==> src/rtl/cmdbuf_pkg.sv <==
// Shared opcodes, field positions and controller states for the command
// buffer executor. Assumes 32-bit instruction words.
package cmdbuf_pkg;
    localparam int WORD_W   = 32;
    localparam int OFF_W    = 20;
    localparam int BE_W     = 4;
    localparam int OP_LSB   = 24;
    localparam int BE_LSB   = 20;
    localparam logic [7:0] OP_SINGLE  = 8'h01;
    localparam logic [7:0] OP_INDEXED = 8'h09;

    typedef enum logic [2:0] {
        S_IDLE,
        S_CHECK,
        S_HDR0,
        S_HDR1,
        S_DATA,
        S_WAIT
    } exec_state_t;
endpackage

==> src/rtl/cmdbuf_decode.sv <==
// Splits the opcode/offset word of an instruction into its fields and
// classifies the opcode. Purely combinational; assumes the word is valid.
module cmdbuf_decode
    import cmdbuf_pkg::*;
(
    input  logic [WORD_W-1:0] op_word,
    output logic              is_single,
    output logic              is_indexed,
    output logic              is_bad,
    output logic [OFF_W-1:0]  offset,
    output logic [BE_W-1:0]   byte_en
);
    logic [7:0] opcode;

    // Field extraction and opcode classification.
    always_comb begin
        opcode     = op_word[OP_LSB +: 8];
        offset     = op_word[OFF_W-1:0];
        byte_en    = op_word[BE_LSB +: BE_W];
        is_single  = (opcode == OP_SINGLE);
        is_indexed = (opcode == OP_INDEXED);
        is_bad     = !is_single && !is_indexed;
    end
endmodule

==> src/rtl/cmdbuf_wr_port.sv <==
// Holds one outgoing register write until the bus accepts it. A load while
// a write is pending is not expected; the controller never issues one.
module cmdbuf_wr_port
    import cmdbuf_pkg::*;
(
    input  logic              clk,
    input  logic              rst_n,
    input  logic              load,
    input  logic [OFF_W-1:0]  ld_addr,
    input  logic [WORD_W-1:0] ld_data,
    input  logic [BE_W-1:0]   ld_be,
    input  logic              wr_ready,
    output logic              wr_valid,
    output logic [OFF_W-1:0]  wr_addr,
    output logic [WORD_W-1:0] wr_data,
    output logic [BE_W-1:0]   wr_be,
    output logic              accept
);
    assign accept = wr_valid && wr_ready;

    // Valid flag: raised on load, dropped on handshake.
    always_ff @(posedge clk) begin
        if (!rst_n)
            wr_valid <= 1'b0;
        else if (load)
            wr_valid <= 1'b1;
        else if (accept)
            wr_valid <= 1'b0;
    end

    // Payload: captured on load, otherwise held.
    always_ff @(posedge clk) begin
        if (!rst_n) begin
            wr_addr <= '0;
            wr_data <= '0;
            wr_be   <= '0;
        end else if (load) begin
            wr_addr <= ld_addr;
            wr_data <= ld_data;
            wr_be   <= ld_be;
        end
    end
endmodule

==> src/rtl/cmdbuf_exec.sv <==
// Walks a command buffer from head to tail, decoding single and indexed
// register-write instructions onto a valid/ready write bus. Assumes a
// one-cycle read latency memory and an even tail on an instruction boundary.
module cmdbuf_exec
    import cmdbuf_pkg::*;
#(
    parameter int ADDR_W = 8
) (
    input  logic              clk,
    input  logic              rst_n,
    input  logic              start,
    input  logic [ADDR_W-1:0] head,
    input  logic [ADDR_W-1:0] tail,
    output logic              busy,
    output logic              done,
    output logic              err,
    output logic              mem_rd,
    output logic [ADDR_W-1:0] mem_addr,
    input  logic [31:0]       mem_rdata,
    output logic              wr_valid,
    input  logic              wr_ready,
    output logic [19:0]       wr_addr,
    output logic [31:0]       wr_data,
    output logic [3:0]        wr_be
);
    localparam logic [ADDR_W-1:0] TWO = ADDR_W'(2);

    exec_state_t       st;
    logic [ADDR_W-1:0] ptr, tail_q, rp, nxt, rem, cnt_t;
    logic [WORD_W-1:0] w0;
    logic [OFF_W-1:0]  off_q;
    logic              dec_single, dec_idx, dec_bad;
    logic [OFF_W-1:0]  dec_off;
    logic [BE_W-1:0]   dec_be;
    logic              load, accept;
    logic [OFF_W-1:0]  ld_addr;
    logic [WORD_W-1:0] ld_data;
    logic [BE_W-1:0]   ld_be;

    assign busy  = (st != S_IDLE);
    assign cnt_t = w0[ADDR_W-1:0];

    cmdbuf_decode u_dec (
        .op_word    (mem_rdata),
        .is_single  (dec_single),
        .is_indexed (dec_idx),
        .is_bad     (dec_bad),
        .offset     (dec_off),
        .byte_en    (dec_be)
    );

    // Memory read request and index for each fetch point.
    always_comb begin
        mem_rd   = 1'b0;
        mem_addr = ptr;
        case (st)
            S_CHECK: mem_rd = (ptr != tail_q);
            S_HDR0:  begin mem_rd = 1'b1; mem_addr = ptr + 1'b1; end
            S_HDR1:  begin mem_rd = dec_idx && (cnt_t != '0); mem_addr = ptr + TWO; end
            S_WAIT:  begin mem_rd = accept && (rem != '0); mem_addr = rp; end
            default: ;
        endcase
    end

    // Write payload selection: header-sourced single or streamed indexed data.
    always_comb begin
        load    = (st == S_HDR1 && dec_single) || (st == S_DATA);
        ld_addr = (st == S_DATA) ? off_q : dec_off;
        ld_data = (st == S_DATA) ? mem_rdata : w0;
        ld_be   = (st == S_DATA) ? {BE_W{1'b1}} : dec_be;
    end

    cmdbuf_wr_port u_wr (
        .clk      (clk),
        .rst_n    (rst_n),
        .load     (load),
        .ld_addr  (ld_addr),
        .ld_data  (ld_data),
        .ld_be    (ld_be),
        .wr_ready (wr_ready),
        .wr_valid (wr_valid),
        .wr_addr  (wr_addr),
        .wr_data  (wr_data),
        .wr_be    (wr_be),
        .accept   (accept)
    );

    // Instruction sequencing, pointer update, done and error flags.
    always_ff @(posedge clk) begin
        if (!rst_n) begin
            st     <= S_IDLE;
            ptr    <= '0;
            tail_q <= '0;
            rp     <= '0;
            nxt    <= '0;
            rem    <= '0;
            w0     <= '0;
            off_q  <= '0;
            done   <= 1'b0;
            err    <= 1'b0;
        end else begin
            done <= 1'b0;
            case (st)
                S_IDLE: if (start && !err) begin
                    ptr    <= head;
                    tail_q <= tail;
                    st     <= S_CHECK;
                end
                S_CHECK: if (ptr == tail_q) begin
                    done <= 1'b1;
                    st   <= S_IDLE;
                end else begin
                    st <= S_HDR0;
                end
                S_HDR0: begin
                    w0 <= mem_rdata;
                    st <= S_HDR1;
                end
                S_HDR1: begin
                    off_q <= dec_off;
                    if (dec_single) begin
                        nxt <= ptr + TWO;
                        rem <= '0;
                        st  <= S_WAIT;
                    end else if (dec_idx && cnt_t == '0) begin
                        ptr <= ptr + TWO;
                        st  <= S_CHECK;
                    end else if (dec_idx) begin
                        rem <= cnt_t;
                        rp  <= ptr + TWO;
                        nxt <= ptr + TWO + cnt_t + ADDR_W'(cnt_t[0]);
                        st  <= S_DATA;
                    end else begin
                        err <= 1'b1;
                        st  <= S_IDLE;
                    end
                end
                S_DATA: begin
                    rp  <= rp + 1'b1;
                    rem <= rem - 1'b1;
                    st  <= S_WAIT;
                end
                S_WAIT: if (accept) begin
                    if (rem == '0) begin
                        ptr <= nxt;
                        st  <= S_CHECK;
                    end else begin
                        st <= S_DATA;
                    end
                end
                default: st <= S_IDLE;
            endcase
        end
    end

    logic unused_dec;
    assign unused_dec = dec_bad;
endmodule

==> config.mk <==
export PLATFORM = sky130hd
export DESIGN_NAME = cmdbuf_exec
export DESIGN_NICKNAME = d
export VERILOG_FILES = /design/src/rtl/cmdbuf_pkg.sv /design/src/rtl/cmdbuf_decode.sv /design/src/rtl/cmdbuf_wr_port.sv /design/src/rtl/cmdbuf_exec.sv
export SDC_FILE = /design/constraint.sdc
export NUM_CORES = 1
export LEC_CHECK = 0
export ABC_AREA = 1
export BUFFER_PORTS_ARGS = -buffer_cell sky130_fd_sc_hd__buf_2
export CORE_MARGIN = 1
export CORE_UTILIZATION = 60
export CTS_CLUSTER_DIAMETER = 200
export DETAILED_ROUTE_END_ITERATION = 12
export PLACE_DENSITY = 0.84
export RECOVER_POWER = 25
export SLEW_MARGIN = 20
export SYNTH_ARGS = -nofsm -noshare
export SYNTH_HDL_FRONTEND = slang
export SYNTH_SLANG_ARGS = --single-unit
==> constraint.sdc <==
create_clock -name clk -period 3.75 [get_ports clk]
set_clock_uncertainty 0.05 [all_clocks]
set_input_delay 0.75 -clock clk [delete_from_list [all_inputs] [get_ports clk]]
set_output_delay 0.75 -clock clk [all_outputs]
set_load 0.02 [all_outputs]
==> metrics.md, run 1 <==
| Metric | Value |
|---|---|
| Run status | finished, violations left |
| Failing checks | capacitance limit, slew limit |
| Worst-path fanout max | 45 |
| Power, Total | 4380 uW |
| Synth warn | 0 |
| Row cnt | 40 |
| Number of global-route vias before repair | 7,119 |
| DR pass1 iterations | 6 |
| Pwr/cell area | 500 nW/um2 |
| Clock Tree Buf Depth | 2 |
| Maximum VDD drop | 0.000366 V |
| Startpoint types | flop |
| Final setup viols | 0 |
| Fin Setup TNS | 0 ns |
| # DRC | 0 |
| Syn Area/Cell | 6.69 um2 |
| Crit-path cells | nor3_1, buf_4, a22oi_1, nand2_1, buf_2 |
| # diodes | 0 |
| RSZ-0062 raised after global routing | false |
| CTS Buf Count | 17 |
| HP Start | u_wr.wr_be[2]$_SDFFE_PN0P_ |
| Critical Path End Type | output port |
| Reg2reg path depth | 9 |
| Worst Hold Path EP | u_wr.wr_be[2]$_SDFFE_PN0P_ |
| Post-CTS setup buffer count | 0 |
| Fill count | 1,052 |
| Reg area | 3080 um2 |
| Yosys reg bits | 154 |
| Initial antenna violation count | 0 |
| Type of the worst setup path | reg2out |
| WL per Instance | 14.7 um |
| Clk_lat worst skew | 0.43 ns |
| H-tree depth reported by CTS | 4 |
| Post-DP HPWL | 13,900 um |
| Area grow syn2layout | 14.9% |
| Total track usage | 32.8% |
| Initial drt markers | 833 |
| Slowest stage delay, CP | 0.85 ns |
| I/O Pins | 121 |
| M3 GR Usage | 7.99% |
| Die Y-Extent | 115 um |
| Share of layout cells above drive strength 1 | 10.8% |
| Clock-pin slew on the worst setup and hold paths | 0.06 ns |
| Reg2Reg Setup Slack | 1.01 ns |
| Slew Viols, Final | 128 |
| Global-route wire length before repair | 33,900 um |
| Nets | 1,296 |
| CORE AREA | 12,200 um2 |
| Via density per instance | 5.58 |
| WP data required | 2.95 ns |
| Syn Std Cell Area | 7620 um2 |
| Slew headroom | -38.8% |
| Starting Density | 62.4% |
| Die area | 13,200 um2 |
| Post-synth net total | 1,207 |
| Crit path max-delay family | simple AND/OR/NAND/NOR gates |
| Post-cts gate resize count | 0 |
| Port bufs | 120 |
| Fmax | 294 MHz |
| Sequential area share after synthesis | 40.4% |
| Total global routing overflow | 0 |
| Final std cells w/o fill | 1,410 |
| Root buf cell | clkbuf_16 |
| Fin crit share | 90.7% |
| Hold Path Depth | 2 |
| Final ANT Viol Nets | 0 |
| Hold-fix buffers at CTS | 0 |
| Grt peak-use layer | met2 |
| Worst path arrival time | 2.60 ns |
| Routed WL | 20,700 um |
| R2R Path Start | st[0]$_SDFFE_PN0P_ |
| Die extent in x | 115 um |
| Slowest CP cell | nor3_1 |
| Met2 Use GR | 51.6% |
| Synth Instances | 1,140 |
| Worst slew pin tran | 2.08 ns |
| Leakage | 0.00384 uW |
| Gp weighted congestion | 0.947 |
| MaxCap Viol Count | 1 |
| Vias | 7,870 |
| Largest net degree at the start of global routing | 128 |
| Placed Instances | 1,378 |
| Count of cell types in the netlist | 35 |
| Number of buffers and inverters on the critical path | 2 |
| GRT met1 Usage | 43.7% |
| CTS tree | yes |
| Footprint of the multi-input gates | 3950 um2 |
| Final number of hold-violating endpoints | 0 |
| Hold/Removal Path Class | reg2reg |
| Worst R2R End | u_wr.wr_addr[12]$_SDFFE_PN0P_ |
| Fin crit period | 3.40 ns |
| Clock Sinks | 154 |
## cell usage after synthesis
cell       count  area [um2]
nand3_1       50         250
inv_2          4        15.0
nand4_1        9        56.3
a22o_1         1        8.76
nor2_1       207         777
o2111ai_1      4        35.0
buf_2         25         125
a31oi_1        7        43.8
o21bai_1       1        7.51
clkbuf_1      31         116
ha_1          14         175
inv_1         78         293
nor4_1         1        6.26
nor3_1         4        20.0
xor2_1        15         131
nand2_1      241         905
o21ai_1        4        20.0
nor2_4         2        22.5
nor2_2         3        18.8
dfxtp_1      154        3080
nand3_2        2        20.0
nand2_2        1        6.26
or2_2          5        31.3
buf_4          6        45.0
buf_1          1        3.75
a21oi_1       83         415
o211ai_1       2        15.0
clkinv_1       1        3.75
o31ai_1        1        7.51
a21boi_2       1        11.3
a22oi_1        2        15.0
xnor2_1        5        43.8
o21ai_0      172         861
fa_1           1        20.0
a21boi_0       2        15.0
## worst max-delay path by stage
| stage | start | end | slack [ns] | cells past startpoint |
|---|---|---|---|---|
| floorplan | st[2]$_SDFFE_PN0P_ | mem_addr[5] | 1.45 | 4 |
| detailed placement | mem_rdata[24] | u_wr.wr_addr[5]$_SDFFE_PN0P_ | 0.94 | 11 |
| global route | st[2]$_SDFFE_PN0P_ | mem_addr[0] | 0.26 | 5 |
| CTS | ptr[1]$_SDFFE_PN0P_ | mem_addr[6] | 0.68 | 6 |
| global placement | mem_rdata[31] | mem_rd | 1.03 | 7 |
| finish | st[2]$_SDFFE_PN0P_ | mem_addr[0] | 0.35 | 5 |
## cells by family (layout without fill, tap and decap cells)
| kind of cell | Yosys count | in the layout | synth area share, % |
|---|---|---|---|
| and+or+nand+nor | 525 | 525 | 27.7 |
| xor gates and xnor gates | 20 | 20 | 2.30 |
| DFF | 154 | 154 | 40.4 |
| AOI/OAI and AO/OA | 280 | 280 | 19.1 |
| adders and majority gates | 15 | 15 | 2.56 |
| buffers and inverters | 146 | 248 | 7.89 |
## layout make-up
| class | count | share of cell area, % |
|---|---|---|
| Timing Repair Buffer | 133 | 7.37 |
| Clock inverter | 13 | 1.23 |
| Sequential cell | 154 | 35.2 |
| Tap cell | 168 | 2.40 |
| Clock buffer | 19 | 5.17 |
| Inverter | 83 | 3.56 |
| Multi-Input combinational cell | 840 | 45.1 |
## flip-flops by register name, summed over array words and instances, names as in the netlist
register	flops
u_wr.wr_data	32
w0	32
off_q	20
u_wr.wr_addr	20
nxt	8
ptr	8
rem	8
rp	8
tail_q	8
u_wr.wr_be	4
st	3
done	1
err	1
u_wr.wr_valid	1
## through the flow
step                utilization (%)  worst slack [ns]  cell area (um2)  hold WS, ns
finish                         71.7             0.350             8760        0.422
global route                   71.7             0.259             8760        0.441
CTS                            72.3             0.681             8830        0.419
detailed placement             67.7             0.937             8270        0.408
global placement               67.7              1.03             8270        0.389
floorplan                         -              1.45             7620        0.375
## metal layers
metal | wire length [um] | share of wire [%]
met4 | 427 | 2.1
met1 | 8940 | 43
met3 | 1920 | 9.3
met2 | 9420 | 45
met5 | 0 | 0
## worst reg2reg max path, stage by stage, from the launching register on
cell	delay, ns
dfxtp_1	0.39
nand2_1	0.11
nor2_4	0.31
inv_1	0.32
nand2_2	0.19
nand2_1	0.25
inv_2	0.48
buf_4	0.36
nor2_1	0.08
nor2_1	0.11
## layout by cell type, fill, tap and decap left out, types with 3 or more instances in the layout
| cell type | n |
|---|---|
| buf_4 | 11 |
| o21ai_0 | 172 |
| clkbuf_16 | 17 |
| nand2_1 | 240 |
| dfxtp_1 | 154 |
| a21oi_1 | 83 |
| buf_2 | 70 |
| xor2_1 | 15 |
| clkinvlp_4 | 4 |
| nand3_1 | 50 |
| nor3_1 | 4 |
| nand4_1 | 9 |
| o21ai_1 | 4 |
| clkbuf_1 | 50 |
| inv_2 | 4 |
| or2_2 | 5 |
| o2111ai_1 | 4 |
| ha_1 | 14 |
| inv_1 | 78 |
| xnor2_1 | 5 |
| inv_6 | 5 |
| a31oi_1 | 7 |
| nor2_4 | 3 |
| nor2_1 | 207 |
## power breakdown
| group | internal [uW] | switching (uW) | leakage, uW | total, uW |
|---|---|---|---|---|
| Clock | 896 | 733 | 0.000265 | 1630 |
| Combinational | 308 | 567 | 0.00233 | 875 |
| Sequential | 1760 | 114 | 0.00125 | 1880 |
Note: power is estimated with default switching activity, not from simulation.
==> run 2: changes to the inputs <==
Settings changed: CORE_UTILIZATION 60 to 57, PLACE_DENSITY 0.84 to 0.8.
Clock period 3.75 ns to 3.6 ns, I/O delays scaled along.
==> metrics.md, run 2 (synthesis results as in run 1) <==
| Metric | Value |
|---|---|
| Share of layout cells above drive strength 1 | 10.7% (-0.098 points) |
| Crit-path cells | nor3_2, inv_1, o31ai_1, a21oi_1, nand2_1, buf_2 |
| Nets | 1,299 (+0.23%) |
| Die area | 13,800 um2 (+5.2%) |
| Global-route wire length before repair | 33,900 um (about the same) |
| Clock-pin slew on the worst setup and hold paths | 0.06 ns (about the same) |
| Reg2Reg Setup Slack | 0.89 ns (-0.12 ns) |
| Final setup viols | 0 (unchanged) |
| Fin crit period | 3.06 ns |
| Hold/Removal Path Class | reg2reg |
| Hold-fix buffers at CTS | 0 (unchanged) |
| Initial drt markers | 807 (-3.1%) |
| Total track usage | 30.1% (-2.7 points) |
| Post-CTS setup buffer count | 0 (unchanged) |
| Clock Sinks | 154 (unchanged) |
| Post-DP HPWL | 13,900 um (+0.35%) |
| # diodes | 0 (unchanged) |
| MaxCap Viol Count | 0 (-1) |
| Largest net degree at the start of global routing | 128 (unchanged) |
| Die extent in x | 118 um (+2.6%) |
| CORE AREA | 12,800 um2 (+5.0%) |
| HP Start | w0[8]$_SDFFE_PN0P_ |
| Area grow syn2layout | 14.8% (about the same) |
| CTS tree | yes |
| Most frequent cells in the layout | nand2_1, nor2_1, o21ai_0 |
| Clock Tree Buf Depth | 2 (unchanged) |
| Clk_lat worst skew | 0.42 ns (about the same) |
| I/O Pins | 121 (unchanged) |
| DR pass1 iterations | 5 (-1) |
| Hold Worst Slack | 0.412 ns (-0.0106 ns) |
| Startpoint types | flop |
| Slowest stage delay, CP | 0.66 ns (-0.19 ns) |
| Fin crit share | 85.1% |
| Post-cts gate resize count | 0 (unchanged) |
| Total global routing overflow | 0 (unchanged) |
| Type of the worst setup path | reg2out |
| Biggest regs | u_wr.wr_data: 32 flops, w0: 32 flops |
| Slew Viols, Final | 0 (-100%) |
| Fill count | 1,181 (+12%) |
| Critical Path End Type | output port |
| Via density per instance | 5.50 (-1.5%) |
| # DRC | 0 (unchanged) |
| Starting Density | 59.4% (-3.0 points) |
| H-tree depth reported by CTS | 4 (unchanged) |
| Worst slew pin tran | 1.09 ns (-0.989 ns) |
| Row cnt | 41 (+2.5%) |
| Pwr/cell area | 513 nW/um2 (+2.6%) |
| Number of buffers and inverters on the critical path | 2 (unchanged) |
| Leakage | 0.00384 uW (-0.14%) |
| Final number of hold-violating endpoints | 0 (unchanged) |
| Vias | 7,782 (-1.1%) |
| R2R Path Start | st[2]$_SDFFE_PN0P_ |
| WP data required | 2.83 ns (-0.12 ns) |
| WL per Instance | 14.4 um (-1.8%) |
| Final ANT Viol Nets | 0 (unchanged) |
| Gp weighted congestion | 0.885 (-6.6%) |
| Routed WL | 20,400 um (-1.3%) |
| Most common cell after layout, fill and taps aside | nand2_1 |
| Root buf cell | clkbuf_16 |
| Run status | complete, no violations |
| Initial antenna violation count | 1 (+1) |
| Setup slack after layout | 0.538 ns (+0.187 ns) |
| Fmax | 327 MHz |
| Slowest CP cell | nor3_2 |
| Maximum VDD drop | 0.000379 V (+3.7%) |
| Number of global-route vias before repair | 7,088 (-0.44%) |
| Die Y-Extent | 118 um (+2.6%) |
| Pre-CTS setup slack | 0.901 ns (-0.0358 ns) |
| Worst-path fanout max | 8 (-82%) |
| Worst path arrival time | 2.29 ns (-0.31 ns) |
| RSZ-0062 raised after global routing | false |
| Slew headroom | 27.1% (+66 points) |
| Crit path max-delay family | simple AND/OR/NAND/NOR gates |
| CTS Buf Count | 17 (unchanged) |
| Crit path launch | st[2]$_SDFFE_PN0P_ |
| Fin Setup TNS | 0 ns (unchanged) |
| Port bufs | 120 (unchanged) |
[run 2: changes by cell type in the layout (fill, tap and decap cells not counted), sizes merged]
| cell | previous run | this run |
|---|---|---|
| clkbuf | 70 | 73 |
| clkinv | 4 | 7 |
| clkinvlp | 4 | 2 |
| inv | 88 | 86 |
[run 2: per-layer routing]
layer	share of wire (%)	routed length (um)	track usage [%]
met1	45	9170	39.9
met5	0.049	10	0
met2	46	9390	47.7
met4	1.5	315	9.62
met3	7.5	1530	7.90
[run 2: through the flow]
| stage | util, % | std cells | instance area [um2] | power (uW) |
|---|---|---|---|---|
| after floorplan | - | 1140 | 7620 | 2620 |
| after global placement | 64.6 | 1385 | 8280 | 2870 |
| after CTS | 68.8 | 1416 | 8820 | 4500 |
| final | 68.2 | 1416 | 8750 | 4490 |
| after detailed placement | 64.6 | 1385 | 8280 | 2890 |
| after global routing | 68.2 | 1416 | 8750 | 4720 |
[run 2: final timing paths]
kind / end / cells past startpoint
setup reg to reg: rem[1]$_SDFFE_PN0P_ / 10
hold reg to reg: w0[8]$_SDFFE_PN0P_ / 2
hold / removal: w0[8]$_SDFFE_PN0P_ / 2
setup / recovery: mem_addr[3] / 6
[run 2: layout make-up]
cell class,count,area (um2),area share (%)
Multi-Input combinational cell,840,3950,45.2
Sequential cell,154,3080,35.2
Timing Repair Buffer,136,653,7.46
Clock buffer,19,443,5.06
Inverter,83,312,3.56
Tap cell,172,215,2.46
Clock inverter,12,91.3,1.04
[run 2: worst min-delay path: stages (launching register included)]
cell and delay, ns:
dfxtp_1 0.30, inv_1 0.06, a21oi_1 0.06
[run 2: where the power goes]
| part | switching, uW | internal, uW |
|---|---|---|
| clock network | 730 | 902 |
| registers | 114 | 1840 |
| logic | 589 | 320 |
==> run 3: changes to the inputs <==
Settings changed: CORE_UTILIZATION 57 to 59, CTS_BUF_LIST set to sky130_fd_sc_hd__clkbuf_2, PLACE_DENSITY 0.8 to 0.83.
==> metrics.md, run 3 (synthesis results as in run 1) <==
| Metric | Value |
|---|---|
| Number of buffers and inverters on the critical path | 1 (-1) |
| Most frequent cells in the layout | nand2_1, nor2_1, o21ai_0 |
| Vias | 7,696 (-1.1%) |
| Met2 WL | 9170 um (-2.3%) |
| Highest Signal Layer | met4 |
| Share of layout cells above drive strength 1 | 14.6% (+3.9 points) |
| Slowest CP cell | dfxtp_1 |
| MaxCap Viol Count | 1 (+1) |
| Starting Density | 60.4% (+0.97 points) |
| Startpoint types | flop |
| CTS tree | yes |
| Initial antenna violation count | 1 (unchanged) |
| # DRC | 0 (unchanged) |
| NetSw | 1340 uW (-6.7%) |
| Pwr/cell area | 457 nW/um2 (-11%) |
| Gp weighted congestion | 0.890 (+0.51%) |
| Failing checks | capacitance limit, slew limit |
| Worst path arrival time | 2.54 ns (+0.25 ns) |
| RSZ-0062 raised after global routing | false |
| Maximum VDD drop | 0.000399 V (+5.2%) |
| Switch share | 34.3% (+2.3 points) |
| Worst slew pin tran | 1.73 ns (+0.633 ns) |
| Critical Path End Type | output port |
| Area grow syn2layout | 12.1% |
| Post-DP HPWL | 13,900 um (-0.20%) |
| WL per Instance | 14.0 um (-2.8%) |
| Clock Tree Buf Depth | 2 (unchanged) |
| Reg area | 3080 um2 (unchanged) |
| I/O Pins | 121 (unchanged) |
| Nets | 1,299 (unchanged) |
| Die extent in x | 116 um (-1.7%) |
| CORE AREA | 12,600 um2 (-1.6%) |
| Die Y-Extent | 116 um (-1.7%) |
| Port bufs | 120 (unchanged) |
| Initial drt markers | 625 (-23%) |
| Post-CTS setup buffer count | 0 (unchanged) |
| Fin Setup TNS | 0 ns (unchanged) |
| Total track usage | 30.4% (+0.28 points) |
| CTS Buf Count | 17 (unchanged) |
| Die area | 13,400 um2 (-3.3%) |
| Fill count | 1,189 (+0.68%) |
| Final number of hold-violating endpoints | 0 (unchanged) |
| Run status | finished, violations left |
| Power, Total | 3900 uW (-13%) |
| DR pass1 iterations | 6 (+1) |
| Slew headroom | -15.1% (-42 points) |
| Final setup viols | 0 (unchanged) |
| Sequential power share | 50.0% (+6.6 points) |
| Post-cts gate resize count | 0 (unchanged) |
| Slew Viols, Final | 45 (+45) |
| Hold-fix buffers at CTS | 0 (unchanged) |
| Biggest regs | u_wr.wr_data: 32 flops, w0: 32 flops |
| H-tree depth reported by CTS | 4 (unchanged) |
| Clock network power share | 26.5% (-9.8 points) |
| Routed WL | 19,900 um (-2.7%) |
| Placed Instances | 1,385 (unchanged) |
| Fin crit share | 91.8% (+6.8 points) |
| Clock Sinks | 154 (unchanged) |
| Hold/Removal Path Class | in2reg |
| Fin crit period | 3.31 ns (+0.243 ns) |
| Crit path max-delay family | flip-flops |
| Most common cell after layout, fill and taps aside | nand2_1 |
| Crit-path most repeated cell | nand2_1 |
| Final ANT Viol Nets | 0 (unchanged) |
| Leakage | 0.00395 uW (+3.0%) |
| Footprint of the multi-input gates | 3950 um2 (-0.19%) |
| Slowest stage delay, CP | 0.61 ns (-0.05 ns) |
| Clk_lat worst skew | 0.71 ns (+0.29 ns) |
| Global-route wire length before repair | 32,000 um (-5.7%) |
| Largest net degree at the start of global routing | 97 (-24%) |
| Met3 wire length | 1590 um (+3.8%) |
| Internal | 2570 uW (-16%) |
| Via density per instance | 5.43 (-1.2%) |
| Final std cells w/o fill | 1,418 (+0.14%) |
| Row cnt | 41 (unchanged) |
| Design area | 8550 um2 (-2.3%) |
| WP data required | 2.83 ns (about the same) |
| Clock-pin slew on the worst setup and hold paths | 0.22 ns (+0.16 ns) |
| Type of the worst setup path | reg2out |
| Number of global-route vias before repair | 6,663 (-6.0%) |
| Total global routing overflow | 0 (unchanged) |
| Worst-path fanout max | 10 (+2) |
| Root buf cell | clkbuf_2 |
| Placed cell area | 8300 um2 (+0.15%) |
| Comb pwr share | 23.5% (+3.3 points) |
| Fmax | 303 MHz (-7.4%) |
| Reg2Reg Setup Slack | 0.72 ns (-0.17 ns) |
| Metal-1 WL | 8830 um (-3.7%) |
| Crit-path cells | ha_1, xor2_1, nand2_1, o31ai_1, a21oi_1, nand2_1, buf_2 |
-- run 3: final timing paths --
check / start / end / cells after the start
worst max register to register: st[2]$_SDFFE_PN0P_ / w0[15]$_SDFFE_PN0P_ / 4
worst min register to register: w0[8]$_SDFFE_PN0P_ / w0[8]$_SDFFE_PN0P_ / 2
worst max-delay path: ptr[1]$_SDFFE_PN0P_ / mem_addr[3] / 7
worst min-delay path: mem_rdata[31] / w0[31]$_SDFFE_PN0P_ / 3
-- run 3: stage by stage --
stage	utilization, %	hold WS, ns	setup slack, ns
floorplan	-	0.375	1.33
global placement	65.7	0.390	0.897
finish	67.7	0.200	0.294
CTS	67.8	0.165	0.293
detailed placement	65.7	0.391	0.881
global route	67.7	0.150	0.0353
-- run 3: worst min-delay path, stage by stage --
cell and delay (ns):
buf_2 0.11, inv_1 0.06, a21oi_1 0.05
-- run 3: layout make-up --
class	instances	area share (%)
multi-input cells	840	46.2
flip-flops and latches	154	36.1
repair buffers	136	8.48
inverters	83	3.65
well taps	172	2.52
clock inverters	13	1.98
clock buffers	19	1.11
diodes	1	0.0293
-- run 3: power groups by stage --
stage	Clock [uW]	Sequential, uW	Combinational [uW]
3_3_place_gp	0	1980	889
4_1_cts	1040	1950	912
2_1_floorplan	0	1990	633
6_report	1040	1950	915
3_5_place_dp	0	1980	906
5_1_grt	1120	1970	1040
-- run 3: routing by layer --
metal / vias to the layer above / GRT usage (%)
met2: 277 / 47.8
met4: 0 / 8.29
li1: 3892 / -
met3: 29 / 8.47
met5: - / 0
met1: 3498 / 41.1
